<file path="src/rtl/rqm_pkg.sv">
package rqm_pkg;

    // Packet tracker states
    typedef enum logic [1:0] {
        ST_IDLE = 2'd0,
        ST_BODY = 2'd1,
        ST_VOID = 2'd2
    } rqm_state_e;

    // Cause bit positions in the sticky vector
    localparam int CAUSE_N    = 3;
    localparam int CAUSE_GAP  = 0;
    localparam int CAUSE_HOLD = 1;
    localparam int CAUSE_KEEP = 2;

endpackage

</file>
<file path="src/rtl/rqm_seq_fsm.sv">
module rqm_seq_fsm
    import rqm_pkg::*;
(
    input  logic clk,
    input  logic rst_n,
    input  logic valid,
    input  logic ready,
    input  logic last,
    output logic gap_viol,
    output logic pkt_done
);

    rqm_state_e state_q, state_d;
    logic       accept;

    assign accept = valid & ready;

    // State register
    always_ff @(posedge clk) begin
        if (!rst_n) state_q <= ST_IDLE;
        else        state_q <= state_d;
    end

    // Next-state logic
    always_comb begin
        state_d = state_q;
        unique case (state_q)
            ST_IDLE: if (accept && !last) state_d = ST_BODY;
            ST_BODY: begin
                if (!valid)               state_d = ST_VOID;
                else if (accept && last)  state_d = ST_IDLE;
            end
            ST_VOID: if (accept && last)  state_d = ST_IDLE;
            default:                      state_d = ST_IDLE;
        endcase
    end

    // Outputs: a gap is any idle-valid cycle while a packet is open
    always_comb begin
        gap_viol = (state_q != ST_IDLE) && !valid;
        pkt_done = accept && last;
    end

endmodule

</file>
<file path="src/rtl/rqm_hold_chk.sv">
module rqm_hold_chk #(
    parameter int DATA_W = 512
) (
    input  logic              clk,
    input  logic              rst_n,
    input  logic              valid,
    input  logic              ready,
    input  logic [DATA_W-1:0] data,
    input  logic              last,
    output logic              hold_viol
);

    logic              stall_q;
    logic [DATA_W-1:0] data_q;
    logic              last_q;

    always_ff @(posedge clk) begin
        if (!rst_n) stall_q <= 1'b0;
        else        stall_q <= valid & ~ready;
    end

    always_ff @(posedge clk) begin
        data_q <= data;
        last_q <= last;
    end

    assign hold_viol = stall_q & valid & ((data != data_q) | (last != last_q));

endmodule

</file>
<file path="src/rtl/rqm_keep_chk.sv">
module rqm_keep_chk #(
    parameter int KEEP_W = 16
) (
    input  logic              valid,
    input  logic              ready,
    input  logic              last,
    input  logic [KEEP_W-1:0] keep,
    output logic              keep_viol
);

    logic [KEEP_W-2:0] rise;
    logic              tail_bad;
    logic              body_bad;

    // A one directly above a zero breaks contiguity
    for (genvar i = 0; i < KEEP_W-1; i++) begin : g_rise
        assign rise[i] = keep[i+1] & ~keep[i];
    end

    assign tail_bad  = ~keep[0] | (|rise);
    assign body_bad  = ~(&keep);
    assign keep_viol = valid & ready & (last ? tail_bad : body_bad);

endmodule

</file>
<file path="src/rtl/rq_stream_monitor.sv">
module rq_stream_monitor
    import rqm_pkg::*;
#(
    parameter int DATA_W = 512
) (
    input  logic                   clk,
    input  logic                   rst_n,
    input  logic                   clr_causes,
    input  logic                   s_valid,
    input  logic                   s_ready,
    input  logic [DATA_W-1:0]      s_data,
    input  logic [DATA_W/32-1:0]   s_keep,
    input  logic                   s_last,
    output logic                   pkt_err,
    output logic                   nullify,
    output logic [CAUSE_N-1:0]     err_cause
);

    localparam int KEEP_W = DATA_W / 32;

    logic               gap_viol, hold_viol, keep_viol, pkt_done;
    logic [CAUSE_N-1:0] viol;
    logic               any_viol;

    rqm_seq_fsm u_fsm (
        .clk      (clk),
        .rst_n    (rst_n),
        .valid    (s_valid),
        .ready    (s_ready),
        .last     (s_last),
        .gap_viol (gap_viol),
        .pkt_done (pkt_done)
    );

    rqm_hold_chk #(.DATA_W(DATA_W)) u_hold (
        .clk       (clk),
        .rst_n     (rst_n),
        .valid     (s_valid),
        .ready     (s_ready),
        .data      (s_data),
        .last      (s_last),
        .hold_viol (hold_viol)
    );

    rqm_keep_chk #(.KEEP_W(KEEP_W)) u_keep (
        .valid     (s_valid),
        .ready     (s_ready),
        .last      (s_last),
        .keep      (s_keep),
        .keep_viol (keep_viol)
    );

    always_comb begin
        viol             = '0;
        viol[CAUSE_GAP]  = gap_viol;
        viol[CAUSE_HOLD] = hold_viol;
        viol[CAUSE_KEEP] = keep_viol;
        any_viol         = |viol;
    end

    // Packet verdict and sticky causes
    always_ff @(posedge clk) begin
        if (!rst_n) begin
            pkt_err   <= 1'b0;
            nullify   <= 1'b0;
            err_cause <= '0;
        end else begin
            nullify   <= pkt_done & (pkt_err | any_viol);
            pkt_err   <= pkt_done ? 1'b0 : (pkt_err | any_viol);
            err_cause <= (clr_causes ? '0 : err_cause) | viol;
        end
    end

endmodule

</file>
<file path="config.mk">
export PLATFORM = sky130hd
export DESIGN_NAME = rq_stream_monitor
export DESIGN_NICKNAME = d
export VERILOG_FILES = /design/src/rtl/rqm_pkg.sv /design/src/rtl/rqm_seq_fsm.sv /design/src/rtl/rqm_hold_chk.sv /design/src/rtl/rqm_keep_chk.sv /design/src/rtl/rq_stream_monitor.sv
export SDC_FILE = /design/constraint.sdc
export NUM_CORES = 1
export LEC_CHECK = 0
export ABC_AREA = 1
export BUFFER_PORTS_ARGS = -buffer_cell sky130_fd_sc_hd__buf_2
export CORE_MARGIN = 8
export CORE_UTILIZATION = 43
export DETAILED_ROUTE_END_ITERATION = 16
export PLACE_DENSITY = 0.69
export SYNTH_ARGS = -nofsm -noshare
export SYNTH_HDL_FRONTEND = slang
export SYNTH_SLANG_ARGS = --single-unit
export TNS_END_PERCENT = 20
</file>
<file path="constraint.sdc">
create_clock -name clk -period 3.7 [get_ports clk]
set_input_delay 0.37 -clock clk [delete_from_list [all_inputs] [get_ports clk]]
set_output_delay 0.37 -clock clk [all_outputs]
set_load 0.1 [all_outputs]
</file>
==> results.json <==
{
  "root_buffer": "clkbuf_16",
  "setup_viol": 0,
  "ys.warnings.count": 0,
  "synth_nets": 2120,
  "rsz0062_at_grt": "false",
  "p_seq_share_pct": 46.8,
  "crit_chain": "dlygate4sd3_1 -> buf_2 -> xnor2_1 -> nand2_1 -> nor2_1 -> nand2_1 -> nor2_1 -> nand2_1 -> nor2_1 -> nand2_1 -> nor2_1 -> nand3_1 -> nand2_2 -> a21oi_1",
  "finalHoldViolCount": 0,
  "drv_cap": 0,
  "min_period_over_period_pct": 60.4,
  "holdBufCountCts": 513,
  "finalNetCount": 3225,
  "grt_pass1_vias": 17500,
  "crit_path_max_fanout": 3,
  "met3WireLength_um": 3630,
  "end_kind": "flip-flop",
  "p_leak_nw": 11.7,
  "ys_seq_area_share_pct": 61.2,
  "cts_buffers": 52,
  "tightest_slew_ps": 803,
  "rrSetupSlack_ps": 1640,
  "antenna_found_initial": 33,
  "routed.top_layer": "met5",
  "vias_per_cell": 4.57,
  "wl_met1_um": 21500,
  "start_kind": "primary input",
  "clkSlewWorstSetupHoldPaths_ps": 60,
  "synth_area_um2": 17100,
  "core_area_um2": 39500,
  "cts_resized": 0,
  "wl_per_cell_um": 18.3,
  "post_cts_buffers": 0,
  "setup.worst_path.start": "s_data[504]",
  "yosysMostFrequentCell": "dfxtp_1",
  "drive_gt1_share_pct": 22.7,
  "vias": 15000,
  "pwr_density_cell_nw_per_um2": 475,
  "drt-total-wl_um": 60000,
  "swShare_pct": 23.0,
  "yosys_register_bits": 521,
  "grt_usage_pct": 24.8,
  "r2r_end": "nullify$_SDFF_PN0_",
  "synthTopCellsByArea": "dfxtp_1 (61%), xnor2_1 (21%), nand2_1 (5.9%)",
  "fillers": 2515,
  "avgSynthCellArea_um2": 10.8,
  "drtPass1Iterations": 5,
  "tns_ps": 0,
  "grt_max_degree": 14,
  "synth.largest_area_cell": "dfxtp_1",
  "die_w_um": 215,
  "gp_congestion": 0.835,
  "outcome": "finished clean",
  "critical_path_class": "in -> reg",
  "cts.sinks": 521,
  "hp-start": "s_last",
  "pin_count": 539,
  "pwr-share-comb_pct": 12.5,
  "slew_viol_final": 0,
  "overflow": 0,
  "ir_drop_mv": 0.427,
  "skew_ps": 10.4,
  "fin_crit_ps": 2230,
  "synth-xor-area-share_pct": 25.1,
  "cts.path.max_buffers": 3,
  "muxShareOfSynthArea_pct": 0,
  "crit_slowest_cell": "dlygate4sd3_1",
  "intPower_mw": 10.0,
  "clock_latency_ps": 570,
  "portBuffers": 538,
  "route.met2.wl_um": 31500,
  "final_cell_area_um2": 27300,
  "synth_flop_cell": "dfxtp_1",
  "min_path_type": "in -> reg",
  "post_dp_cell_area_um2": 20400,
  "hpwlAfterDp_um": 35500,
  "max_stage_delay_ps": 550,
  "grt_first_pass_wirelength_um": 92100,
  "async_reset_ff_share_pct": 0,
  "clockPowerShare_pct": 40.7,
  "synth_edf_count": 0,
  "synth_top_area_share_pct": 61.2,
  "fmax_mhz": 448,
  "start_util_pct": 43.2,
  "die_area_um2": 46300,
  "row_count": 73,
  "drtIter0Drc": 675,
  "crit_required_ps": 4150,
  "synthSimpleGateAreaFrac_pct": 12.1,
  "drc": 0,
  "synth_top_family_by_area": "XOR/XNOR gates",
  "worstPathArrival_ps": 2680,
  "max_slew_margin_pct": 45.8,
  "ant_nets": 0,
  "cts_tree": "built",
  "netSwitchingPower_mw": 2.99,
  "worst-r2r-cell-count": 12,
  "syn2layout_area_growth_pct": 60.2,
  "cts_max_level": 2,
  "synth_compound_area_share_pct": 0.558,
  "die_y_um": 215,
  "reg2reg_from": "u_hold.data_q[504]$_DFF_P_",
  "seq_area_um2": 10400,
  "min_to": "u_hold.last_q$_DFF_P_",
  "synthTopCellsByCount": "dfxtp_1 (521), xnor2_1 (411), nand2_1 (268)",
  "yosysUniqueCellTypes": 17,
  "netlist_instances": 1586,
  "worst_hold_path.num_cells": 1,
  "multi_input_comb_area_um2": 6420,
  "yosys.area_share.adder_pct": 0
}
worst max-delay path, delay by kind of cell:
kind,cells,cell delay [ps]
and+or+nand+nor,10,1300
buffers and inverters,2,710
xor gates and xnor gates,1,250
AOI/OAI and AO/OA,1,70
final cells by class:
| cell class | count | area share [%] |
|---|---|---|
| antenna | 33 | 0.302 |
| clock buffer | 80 | 5.77 |
| clock inverter | 10 | 0.476 |
| inverter | 53 | 0.728 |
| multi-input combinational | 1012 | 23.5 |
| sequential | 521 | 38.2 |
| tap | 525 | 2.40 |
| timing repair buffer | 1051 | 28.6 |
cells by family (layout without fill, tap and decap cells):
group                  count (synthesis)  in the layout
XOR/XNOR                             488            488
buffers and inverters                 53           1194
AO/OA/AOI/OAI                         17             17
other                                  0             33
AND/OR/NAND/NOR                      507            507
flip-flops                           521            521
state kept, by name, summed over array words and instances (netlist names):
name,cells
err_cause,3
nullify,1
pkt_err,1
u_fsm.state_q,2
u_hold.data_q,512
u_hold.last_q,1
u_hold.stall_q,1
cell usage in the layout (no fill, tap or decap), drive strengths merged, types with 3 or more instances in the layout:
cell type,count
clkbuf,80
dfxtp,521
nand3,7
nand2,269
clkinv,5
xnor2,411
o21ai,7
inv,53
bufinv,3
a21oi,7
nand4,53
dlygate4sd3,513
nor3,3
xor2,77
nor2,173
buf,538
diode,33
through the flow:
stage | instances | utilization, % | setup slack [ps] | hold WS (ps) | total power, mW
2_1_floorplan | 1586 | - | 2350 | 398 | 6.75
3_3_place_gp | 2649 | 51.7 | 1680 | 466 | 7.20
3_5_place_dp | 2649 | 51.7 | 1640 | 482 | 7.25
4_1_cts | 3252 | 69.1 | 1680 | 2.45 | 12.9
5_1_grt | 3282 | 69.2 | 1350 | 14.8 | 13.4
6_report | 3285 | 69.3 | 1470 | 31.4 | 13.0
power groups by stage:
stage / Clock, mW / Sequential (mW) / Combinational, mW
after floorplan: 0 / 6.17 / 0.580
after global placement: 0 / 6.16 / 1.04
after detailed placement: 0 / 6.17 / 1.08
after CTS: 5.33 / 6.05 / 1.54
after global routing: 5.60 / 6.09 / 1.75
final: 5.29 / 6.07 / 1.63
how the worst max path moves through the flow:
| stage | depth (start not counted) | slack, ps | endpoint |
|---|---|---|---|
| floorplan | 4 | 2350 | nullify$_SDFF_PN0_ |
| global placement | 11 | 1680 | err_cause[1]$_SDFF_PN0_ |
| detailed placement | 13 | 1640 | nullify$_SDFF_PN0_ |
| CTS | 14 | 1680 | nullify$_SDFF_PN0_ |
| global route | 14 | 1350 | nullify$_SDFF_PN0_ |
| finish | 14 | 1470 | nullify$_SDFF_PN0_ |
metal layers:
layer,vias up,global-route usage [%]
li1,7149,-
met1,6966,24.8
met2,655,46.1
met3,239,6.01
met4,8,14.5
met5,-,0
Power figures use the tool's default switching activity.
